===== config.mk =====
export PLATFORM = sky130hd
export DESIGN_NAME = txring_seq
export DESIGN_NICKNAME = d
export VERILOG_FILES = /design/src/rtl/txr_pkg.sv /design/src/rtl/txr_entry.sv /design/src/rtl/txr_seq_fsm.sv /design/src/rtl/txr_rdmux.sv /design/src/rtl/txring_seq.sv
export SDC_FILE = /design/constraint.sdc
export NUM_CORES = 1
export LEC_CHECK = 0
export ABC_CLOCK_PERIOD_IN_PS = 4150
export BUFFER_PORTS_ARGS = -buffer_cell sky130_fd_sc_hd__buf_2
export CORE_MARGIN = 2
export CORE_UTILIZATION = 40
export CTS_BUF_LIST = sky130_fd_sc_hd__clkbuf_16
export DETAILED_ROUTE_END_ITERATION = 7
export PLACE_DENSITY = 0.58
export SLEW_MARGIN = 25
export SYNTH_ARGS = -nofsm -noshare
export SYNTH_HDL_FRONTEND = slang
export SYNTH_SLANG_ARGS = --single-unit

===== constraint.sdc =====
create_clock -name clk -period 4.15 [get_ports clk]
set_input_delay 0.6225 -clock clk [delete_from_list [all_inputs] [get_ports clk]]
set_output_delay 0.6225 -clock clk [all_outputs]
set_load 0.02 [all_outputs]

===== src/rtl/txr_pkg.sv =====
package txr_pkg;

   // word select inside one entry (byte offset bits 3:2)
   localparam logic [1:0] WSEL_STAT = 2'd0;
   localparam logic [1:0] WSEL_PTR  = 2'd1;
   localparam logic [1:0] WSEL_LEN  = 2'd2;

   localparam int unsigned STAT_W = 14;
   localparam int unsigned BUF_W  = 28;   // pointer bits 31:4

   typedef enum logic [1:0] {
      SQ_IDLE  = 2'd0,
      SQ_OFFER = 2'd1,
      SQ_BUSY  = 2'd2
   } sq_state_e;

   // completion status, bit 0 first from the bottom
   typedef struct packed {
      logic [3:0] coll_cnt;
      logic       late_coll;
      logic       deferred;
      logic       underrun;
      logic       excess_coll;
      logic       late_abort;
      logic       excess_defer;
      logic       carrier_lost;
      logic       no_carrier;
      logic       jabber;
      logic       aborted;
   } txr_stat_t;

endpackage


===== src/rtl/txr_entry.sv =====
module txr_entry
   import txr_pkg::*;
#(
   parameter int unsigned LEN_W = 14
) (
   input  logic             clk,
   input  logic             rst_n,
   input  logic             sw_ptr_we,
   input  logic             sw_len_we,
   input  logic [31:0]      sw_wdata,
   input  logic             hw_cmpl,
   input  txr_stat_t        hw_stat,
   output logic [BUF_W-1:0] buf_q,
   output logic             en_q,
   output logic             done_q,
   output logic [LEN_W-1:0] len_q,
   output txr_stat_t        stat_q
);

   // buffer address: software only
   always_ff @(posedge clk) begin
      if (!rst_n)         buf_q <= '0;
      else if (sw_ptr_we) buf_q <= sw_wdata[31:4];
   end

   // control bits: completion has priority over a software write
   always_ff @(posedge clk) begin
      if (!rst_n) begin
         en_q   <= 1'b0;
         done_q <= 1'b0;
      end else if (hw_cmpl) begin
         en_q   <= 1'b0;
         done_q <= 1'b1;
      end else if (sw_ptr_we) begin
         en_q   <= sw_wdata[0];
         done_q <= sw_wdata[1];
      end
   end

   always_ff @(posedge clk) begin
      if (!rst_n)         len_q <= '0;
      else if (sw_len_we) len_q <= sw_wdata[LEN_W-1:0];
   end

   // status: hardware only
   always_ff @(posedge clk) begin
      if (!rst_n)       stat_q <= '0;
      else if (hw_cmpl) stat_q <= hw_stat;
   end

endmodule


===== src/rtl/txr_seq_fsm.sv =====
module txr_seq_fsm
   import txr_pkg::*;
#(
   parameter int unsigned NUM_ENT = 4
) (
   input  logic                       clk,
   input  logic                       rst_n,
   input  logic [NUM_ENT-1:0]         en_vec,
   input  logic                       frame_ready,
   input  logic                       tx_done,
   output logic [$clog2(NUM_ENT)-1:0] idx,
   output logic                       launch,
   output logic                       offer,
   output logic [NUM_ENT-1:0]         cmpl_vec,
   output logic                       irq
);

   localparam int unsigned IDX_W = $clog2(NUM_ENT);

   sq_state_e st;
   logic      cmpl;

   always_comb begin
      launch = (st == SQ_IDLE) && en_vec[idx];
      cmpl   = (st == SQ_BUSY) && tx_done;
      offer  = (st == SQ_OFFER);
      for (int i = 0; i < NUM_ENT; i++) begin
         cmpl_vec[i] = cmpl && (idx == IDX_W'(i));
      end
   end

   always_ff @(posedge clk) begin
      if (!rst_n) begin
         st  <= SQ_IDLE;
         idx <= '0;
         irq <= 1'b0;
      end else begin
         irq <= cmpl;
         unique case (st)
            SQ_IDLE:  if (launch) st <= SQ_OFFER;
            SQ_OFFER: if (frame_ready) st <= SQ_BUSY;
            SQ_BUSY: begin
               if (tx_done) begin
                  st  <= SQ_IDLE;
                  idx <= idx + 1'b1;   // power-of-two ring wraps naturally
               end
            end
            default:  st <= SQ_IDLE;
         endcase
      end
   end

endmodule


===== src/rtl/txr_rdmux.sv =====
module txr_rdmux
   import txr_pkg::*;
#(
   parameter int unsigned NUM_ENT = 4,
   parameter int unsigned LEN_W   = 14,
   parameter bit          RD_REG  = 1'b0
) (
   input  logic                             clk,
   input  logic                             rst_n,
   input  logic [$clog2(NUM_ENT)+3:0]       rd_addr,
   input  logic [NUM_ENT-1:0][BUF_W-1:0]    buf_vec,
   input  logic [NUM_ENT-1:0]               en_vec,
   input  logic [NUM_ENT-1:0]               done_vec,
   input  logic [NUM_ENT-1:0][LEN_W-1:0]    len_vec,
   input  logic [NUM_ENT-1:0][STAT_W-1:0]   stat_vec,
   input  logic [$clog2(NUM_ENT)-1:0]       idx,
   output logic [31:0]                      rdata
);

   localparam int unsigned IDX_W = $clog2(NUM_ENT);

   logic [IDX_W-1:0] sel;
   logic [31:0]      mux;
   logic [1:0]       unused_lo;

   assign unused_lo = rd_addr[1:0];
   assign sel       = rd_addr[IDX_W+3:4];

   always_comb begin
      mux = '0;
      case (rd_addr[3:2])
         WSEL_STAT: mux = 32'(stat_vec[sel]);
         WSEL_PTR:  mux = {buf_vec[sel], 2'(idx), done_vec[sel], en_vec[sel]};
         WSEL_LEN:  mux = 32'(len_vec[sel]);
         default:   mux = '0;
      endcase
   end

   generate
      if (RD_REG) begin : g_rd_flop
         always_ff @(posedge clk) begin
            if (!rst_n) rdata <= '0;
            else        rdata <= mux;
         end
      end else begin : g_rd_comb
         logic unused_ck;
         assign unused_ck = clk ^ rst_n;
         assign rdata     = mux;
      end
   endgenerate

endmodule


===== src/rtl/txring_seq.sv =====
module txring_seq
   import txr_pkg::*;
#(
   parameter int unsigned NUM_ENT = 4,
   parameter int unsigned LEN_W   = 14,
   parameter bit          RD_REG  = 1'b0
) (
   input  logic                       clk,
   input  logic                       rst_n,
   input  logic                       reg_we,
   input  logic [$clog2(NUM_ENT)+3:0] reg_addr,
   input  logic [31:0]                reg_wdata,
   output logic [31:0]                reg_rdata,
   output logic                       frame_valid,
   output logic [31:0]                frame_addr,
   output logic [LEN_W-1:0]           frame_len,
   input  logic                       frame_ready,
   input  logic                       tx_done,
   input  logic [STAT_W-1:0]          tx_status,
   output logic                       irq
);

   localparam int unsigned IDX_W = $clog2(NUM_ENT);

   generate
      if (!(NUM_ENT == 2 || NUM_ENT == 4)) begin : g_bad_ent
         $fatal(1, "NUM_ENT must be 2 or 4 (index field is two bits)");
      end
      if (LEN_W < 1 || LEN_W > 16) begin : g_bad_len
         $fatal(1, "LEN_W must lie in 1..16");
      end
   endgenerate

   logic [NUM_ENT-1:0][BUF_W-1:0]  buf_vec;
   logic [NUM_ENT-1:0]             en_vec;
   logic [NUM_ENT-1:0]             done_vec;
   logic [NUM_ENT-1:0][LEN_W-1:0]  len_vec;
   logic [NUM_ENT-1:0][STAT_W-1:0] stat_vec;
   logic [NUM_ENT-1:0]             cmpl_vec;
   logic [IDX_W-1:0]               idx;
   logic                           launch;
   logic [IDX_W-1:0]               wr_sel;
   logic [BUF_W-1:0]               cur_buf;
   logic [LEN_W-1:0]               cur_len;

   assign wr_sel = reg_addr[IDX_W+3:4];

   for (genvar g = 0; g < NUM_ENT; g++) begin : g_ent
      logic      ptr_we, len_we;
      txr_stat_t st_q;

      assign ptr_we      = reg_we && (wr_sel == IDX_W'(g)) && (reg_addr[3:2] == WSEL_PTR);
      assign len_we      = reg_we && (wr_sel == IDX_W'(g)) && (reg_addr[3:2] == WSEL_LEN);
      assign stat_vec[g] = st_q;

      txr_entry #(.LEN_W(LEN_W)) i_entry (
         .clk       (clk),
         .rst_n     (rst_n),
         .sw_ptr_we (ptr_we),
         .sw_len_we (len_we),
         .sw_wdata  (reg_wdata),
         .hw_cmpl   (cmpl_vec[g]),
         .hw_stat   (txr_stat_t'(tx_status)),
         .buf_q     (buf_vec[g]),
         .en_q      (en_vec[g]),
         .done_q    (done_vec[g]),
         .len_q     (len_vec[g]),
         .stat_q    (st_q)
      );
   end

   txr_seq_fsm #(.NUM_ENT(NUM_ENT)) i_fsm (
      .clk         (clk),
      .rst_n       (rst_n),
      .en_vec      (en_vec),
      .frame_ready (frame_ready),
      .tx_done     (tx_done),
      .idx         (idx),
      .launch      (launch),
      .offer       (frame_valid),
      .cmpl_vec    (cmpl_vec),
      .irq         (irq)
   );

   // frame fields are captured once, when the offer starts
   always_ff @(posedge clk) begin
      if (!rst_n) begin
         cur_buf <= '0;
         cur_len <= '0;
      end else if (launch) begin
         cur_buf <= buf_vec[idx];
         cur_len <= len_vec[idx];
      end
   end

   assign frame_addr = {cur_buf, 4'b0000};
   assign frame_len  = cur_len;

   txr_rdmux #(.NUM_ENT(NUM_ENT), .LEN_W(LEN_W), .RD_REG(RD_REG)) i_rdmux (
      .clk      (clk),
      .rst_n    (rst_n),
      .rd_addr  (reg_addr),
      .buf_vec  (buf_vec),
      .en_vec   (en_vec),
      .done_vec (done_vec),
      .len_vec  (len_vec),
      .stat_vec (stat_vec),
      .idx      (idx),
      .rdata    (reg_rdata)
   );

endmodule


* Word-level counts from Yosys, hierarchy flattened *
Cells that the tools add are included.

operators by class
  $add $sub $neg = 1
  bitwise operators = 1
  $mul = 0
  shifts and indexed selects = 0
  magnitude comparators = 2
  divide/modulo/power cells = 0
  reduce and logical (&&, ||, !) cells = 32
  equality and inequality tests = 13
  multiplexer cells = 29

operators with widths
  operator                                                                       number
  28-bit binary-select mux with 2-bit select                                     2
  32-bit one-hot mux with 3 select lines                                         1
  14-bit binary-select mux with 2-bit select                                     3
  28-bit 2-to-1 mux                                                              2
  14-bit 2-to-1 mux                                                              3
  1-bit logical AND                                                              18
  2-bit equality test (second input constant)                                    6
  1-bit 2-to-1 mux                                                               11
  2-bit by 1-bit equality test with 1-bit output (second input constant)         4
  2-bit zero test                                                                4
  2-bit nonzero test                                                             4
  2-bit OR reduction                                                             4
  1-bit binary-select mux with 2-bit select                                      3
  2-bit by 3-bit less-than comparator with 1-bit output (second input constant)  2
  2-bit 2-to-1 mux                                                               3
  2-bit one-hot mux with 3 select lines                                          1
  2-bit by 1-bit inequality test with 1-bit output (second input constant)       2
  3-bit AND reduction                                                            1
  2-bit by 1-bit adder with 2-bit output (second input constant)                 1
  2-bit inequality test (second input constant)                                  1
  2-bit AND reduction                                                            1
  1-bit inverter                                                                 1

word-level totals
  output and inout bits = 80
  latch bits = 0
  input bits = 57
  ROM bits = 0
  memories = 0
  flip-flop bits (word level) = 279
  word-level logic and storage cells = 143
  memory bits (writable) = 0

* Depth between registers and ports, before layout *
  depth after elaboration = 5
  depth in mapped cells = 10
  depth with buffers taken out = 5

* Hierarchy *
From an unflattened synthesis, not the netlist that was laid out.

unflattened totals
  cells, all modules = 1187
  area, all modules = 13636.8 µm²

modules (own cells, without submodules)
  module       cells each  seq. area each (µm²)  area an instance (µm²)  times used
  txr_entry    188         1161.1                2190.9                  4
  txring_seq   258         840.8                 2723.9                  1
  txr_rdmux    144         0.0                   1821.7                  1
  txr_seq_fsm  33          100.1                 327.8                   1

* Worst setup path before layout *
OpenSTA, ideal clock, no wires.

  path kind = in2out
  start point = input reg_addr[5]
  end point = output reg_rdata[0]
  required time = 3527 ps
  path slack = 1540 ps
  buffers on the path = 2
  arrival = 1988 ps
  stages = 5
  cell sequence = buf_2 buf_2 mux4_2 a22oi_1 nand2_1

on the way
  longest elaborated chain between the ends = 3
  elaborated cells on any way between the ends = 7
  classes of those cells = 7 x mux

RTL lines
  element                                                                   line              RTL
  start: declaration                                                        txring_seq.sv:11  input logic [$clog2(NUM_ENT)+3:0] reg_addr,
  14-bit binary-select mux with 2-bit select, or another cell as far along  txr_rdmux.sv:34   WSEL_LEN: mux = 32'(len_vec[sel]);
  14-bit 2-to-1 mux (not written as such), or another cell as far along     txr_rdmux.sv:34
  32-bit one-hot mux with 3 select lines *                                  txr_rdmux.sv:31   case (rd_addr[3:2])
  end: declaration                                                          txring_seq.sv:13  output logic [31:0] reg_rdata,

Mark *: on every way between the ends. The rest lies on a longest branch, timed or not. The select of a mux whose other input is x is not followed.

* Worst setup path in the final report *
  start point = input reg_addr[5]
  end point = output reg_rdata[4]

on the way
  longest elaborated chain between the ends = 3
  elaborated cells on any way between the ends = 7
  classes of those cells = 7 x mux

RTL lines
  element                                                                   line
  14-bit binary-select mux with 2-bit select, or another cell as far along  txr_rdmux.sv:34
  14-bit 2-to-1 mux (not written as such), or another cell as far along     txr_rdmux.sv:34
  32-bit one-hot mux with 3 select lines *                                  txr_rdmux.sv:31

Marked as above.

==> run metrics <==
# rows=65; vias per inst=5.42; width of the die=183 µm; met1 usage=29.2%; First-pass DRT Iterations=4; Mapped Area=approximately 13000 µm²; Hold Crit Depth=3; vias in the first global route=9881; met3 Resource Use GR=under 10%; I/O pins=between 100 and 150; post-synthesis register bit count=roughly 280; # DRC=0; Final Max Slew Viols=0; Syn Inst Count=1404; Max stage delay on crit path=0.72 ns; min-delay src=tx_status[7]; final net count=1535; Max Freq=roughly 300 MHz; GRT Total Usage=~22%; input/output buffers=130; Leak=5.11 nW; max_cap viols=0; Data required, critical path=3.53 ns; CP Capture Type=output pin; fin crit period=3.33 ns; Seq/Total Area, Yosys=43.6%; via count=10300; grt total ovfl=0; maximum vdd drop=between 300 and 400 µV; busiest grt layer=met2; multi-input combinational cell area=6660 µm²; cell taking the most area after synthesis=dfxtp_1; HP Class=input port to flop; WL/cell=19.7 µm; pin count of the biggest net entering global routing=114; Inserted Clock Buffers=31; clock buffer depth=3; P&R area growth vs syn=14.4%; # H-tree levels=1; worst hold endpoint=g_ent[2].i_entry.stat_q[7]; hold_buf cts=0; Die Area=33500 µm²; PwrDens=386 nW/µm²; fill count=3069; clk root buf=clkbuf_16; RSZ-0062 raised after global routing=false; Final ANT Viol Nets=0; Arr. time, crit path=2.71 ns; CTS clk-pin slew, worst paths=0.06 ns; nature of the critical path startpoint=input port; worst skew pair latency=about 0.55 ns; Slew headroom=34.7%; warnings from Yosys=0; final setup violating endpoints=0; Mapped Avg Cell Area=9.13 µm²; Setup TNS=0 ns; run status=complete, no violations; final WL=37.4 mm; post-synth cell types=34; Die Y=approximately 180 µm; initial antenna violation count=0; register area=5590 µm²; slowest CP cell=buf_4; Starting Density=40.6%; top-area cell type share of the netlist area=between 40% and 50%; Cell Chain, Critical Path=buf_4, mux4_2, a22oi_1, nand2_1, buf_2; # resized after CTS=0; CTS tree=built; M2 GR Usage=37.7%; share of layout cells above drive strength 1=approximately a fifth; clock sinks=279; crit path max fanout=56; FF-to-FF setup slack=1.58 ns; Core Region=about 32000 µm²; GPL Wtd Cong=0.797; Slew @ Worst Pin=0.979 ns; Post-CTS Setup Bufs=0; Crit Path Category=input port to output pin; hold violation count in the final report=0; Worst Reg-to-Reg Cells=6; global-route wire length before repair=57.5 mm; DRT iter0 DRCs=683; RR Startpoint=i_fsm.idx[1]; final hold slack=0.340 ns; final period utilization=between 80% and 90%; RR Endpoint=frame_len[6]; dpl hpwl=22.7 mm; synth top area cells=dfxtp_1 (44%), mux4_2 (18%), nand2_1 (13%), a21oi_1 (7.2%), mux2i_1 (3.7%); final clock skew=roughly 0.008 ns
[state kept, by name, summed over array words and instances (netlist names)]
| register | cells |
|---|---|
| cur_buf | 28 |
| frame_len | 14 |
| g_ent.i_entry.buf_q | 112 |
| g_ent.i_entry.done_q | 4 |
| g_ent.i_entry.en_q | 4 |
| g_ent.i_entry.len_q | 56 |
| g_ent.i_entry.stat_q | 56 |
| i_fsm.idx | 2 |
| i_fsm.irq | 1 |
| i_fsm.st | 2 |
[cells in the mapped netlist]
cell type	number
nand2_1	450
dfxtp_1	279
a21oi_1	184
mux4_2	100
clkbuf_1	72
mux2i_1	47
o21ai_0	44
buf_2	43
a21boi_0	42
nor2_1	35
and2_1	23
nor2b_1	23
a22oi_1	14
nor3_1	6
a31oi_1	5
buf_4	5
buf_6	5
ha_1	4
inv_1	3
or2_2	3
nand2b_1	2
nand3_1	2
nand3b_1	2
a22o_1	1
and2_0	1
and3b_1	1
buf_1	1
clkbuf_2	1
clkinv_1	1
conb_1	1
o22ai_4	1
or3_1	1
or3b_2	1
xnor2_1	1
[metal layers]
layer / up-vias / wire length [µm]
li1: 4956 / -
met1: 4948 / 16000
met5: - / 0
met2: 340 / 18100
met4: 0 / 996
met3: 62 / 2320
[stage by stage]
| stage | utilization (%) | cells | worst slack [ns] | power [mW] | instance area, µm² |
|---|---|---|---|---|---|
| after floorplan | - | 1407 | 1.54 | 2.96 | 12800 |
| after CTS | 46.5 | 1899 | 0.858 | 5.72 | 14700 |
| after global routing | 46.5 | 1899 | 0.730 | 5.84 | 14700 |
| after global placement | 43.4 | 1843 | 0.850 | 3.08 | 13700 |
| final | 46.5 | 1900 | 0.819 | 5.66 | 14700 |
| after detailed placement | 43.4 | 1843 | 0.860 | 3.08 | 13700 |
[area by class of cell]
cell class | count | area share [%]
inverters | 4 | 0.136
multi-input cells | 997 | 45.4
clock buffers | 31 | 5.29
diodes | 1 | 0.0171
well taps | 402 | 3.43
clock inverters | 25 | 1.25
flip-flops and latches | 279 | 38.1
repair buffers | 161 | 6.40
[cells in the final DEF (no fill, tap or decap), types with 22 or more instances in the layout]
cell type and n:
nand2_1 450, dfxtp_1 277, a21oi_1 184, buf_2 128
mux4_2 100, mux2i_1 47, o21ai_0 44, a21boi_0 42
nor2_1 32, clkbuf_16 31, buf_4 29, and2_1 23
nor2b_1 22
[report_power, final]
group          internal [mW]  switching [mW]
Clock                   1.53            1.11
Sequential              2.70          0.0149
Combinational          0.102           0.206
Total                   4.33            1.33
[cell families (layout without fill, tap and decap cells)]
group,after synthesis,in the layout,share of synthesized area (%)
AND/OR/NAND/NOR,550,550,17.4
multiplexers,147,147,21.2
buffers and inverters,131,221,4.70
XOR/XNOR,1,1,0.0683
adder cells (fa/ha/maj),4,4,0.390
other,1,5,0.0293
flip-flops,279,279,43.6
AO/OA/AOI/OAI,291,291,12.6
[worst max path at each step]
stage / slack (ns) / from / endpoint
2_1_floorplan: 1.54 / reg_addr[5] / reg_rdata[0]
3_3_place_gp: 0.85 / reg_addr[5] / reg_rdata[7]
3_5_place_dp: 0.86 / reg_addr[5] / reg_rdata[7]
4_1_cts: 0.86 / reg_addr[5] / reg_rdata[7]
5_1_grt: 0.73 / reg_addr[5] / reg_rdata[7]
6_report: 0.82 / reg_addr[5] / reg_rdata[4]
[worst max-delay path, delay by kind of cell]
kind,cells,cell delay (ns)
AOI/OAI and AO/OA,1,0.39
muxes,1,0.60
and+or+nand+nor,1,0.16
buffers and inverters,2,0.91
(Power assumes the default switching activity.)
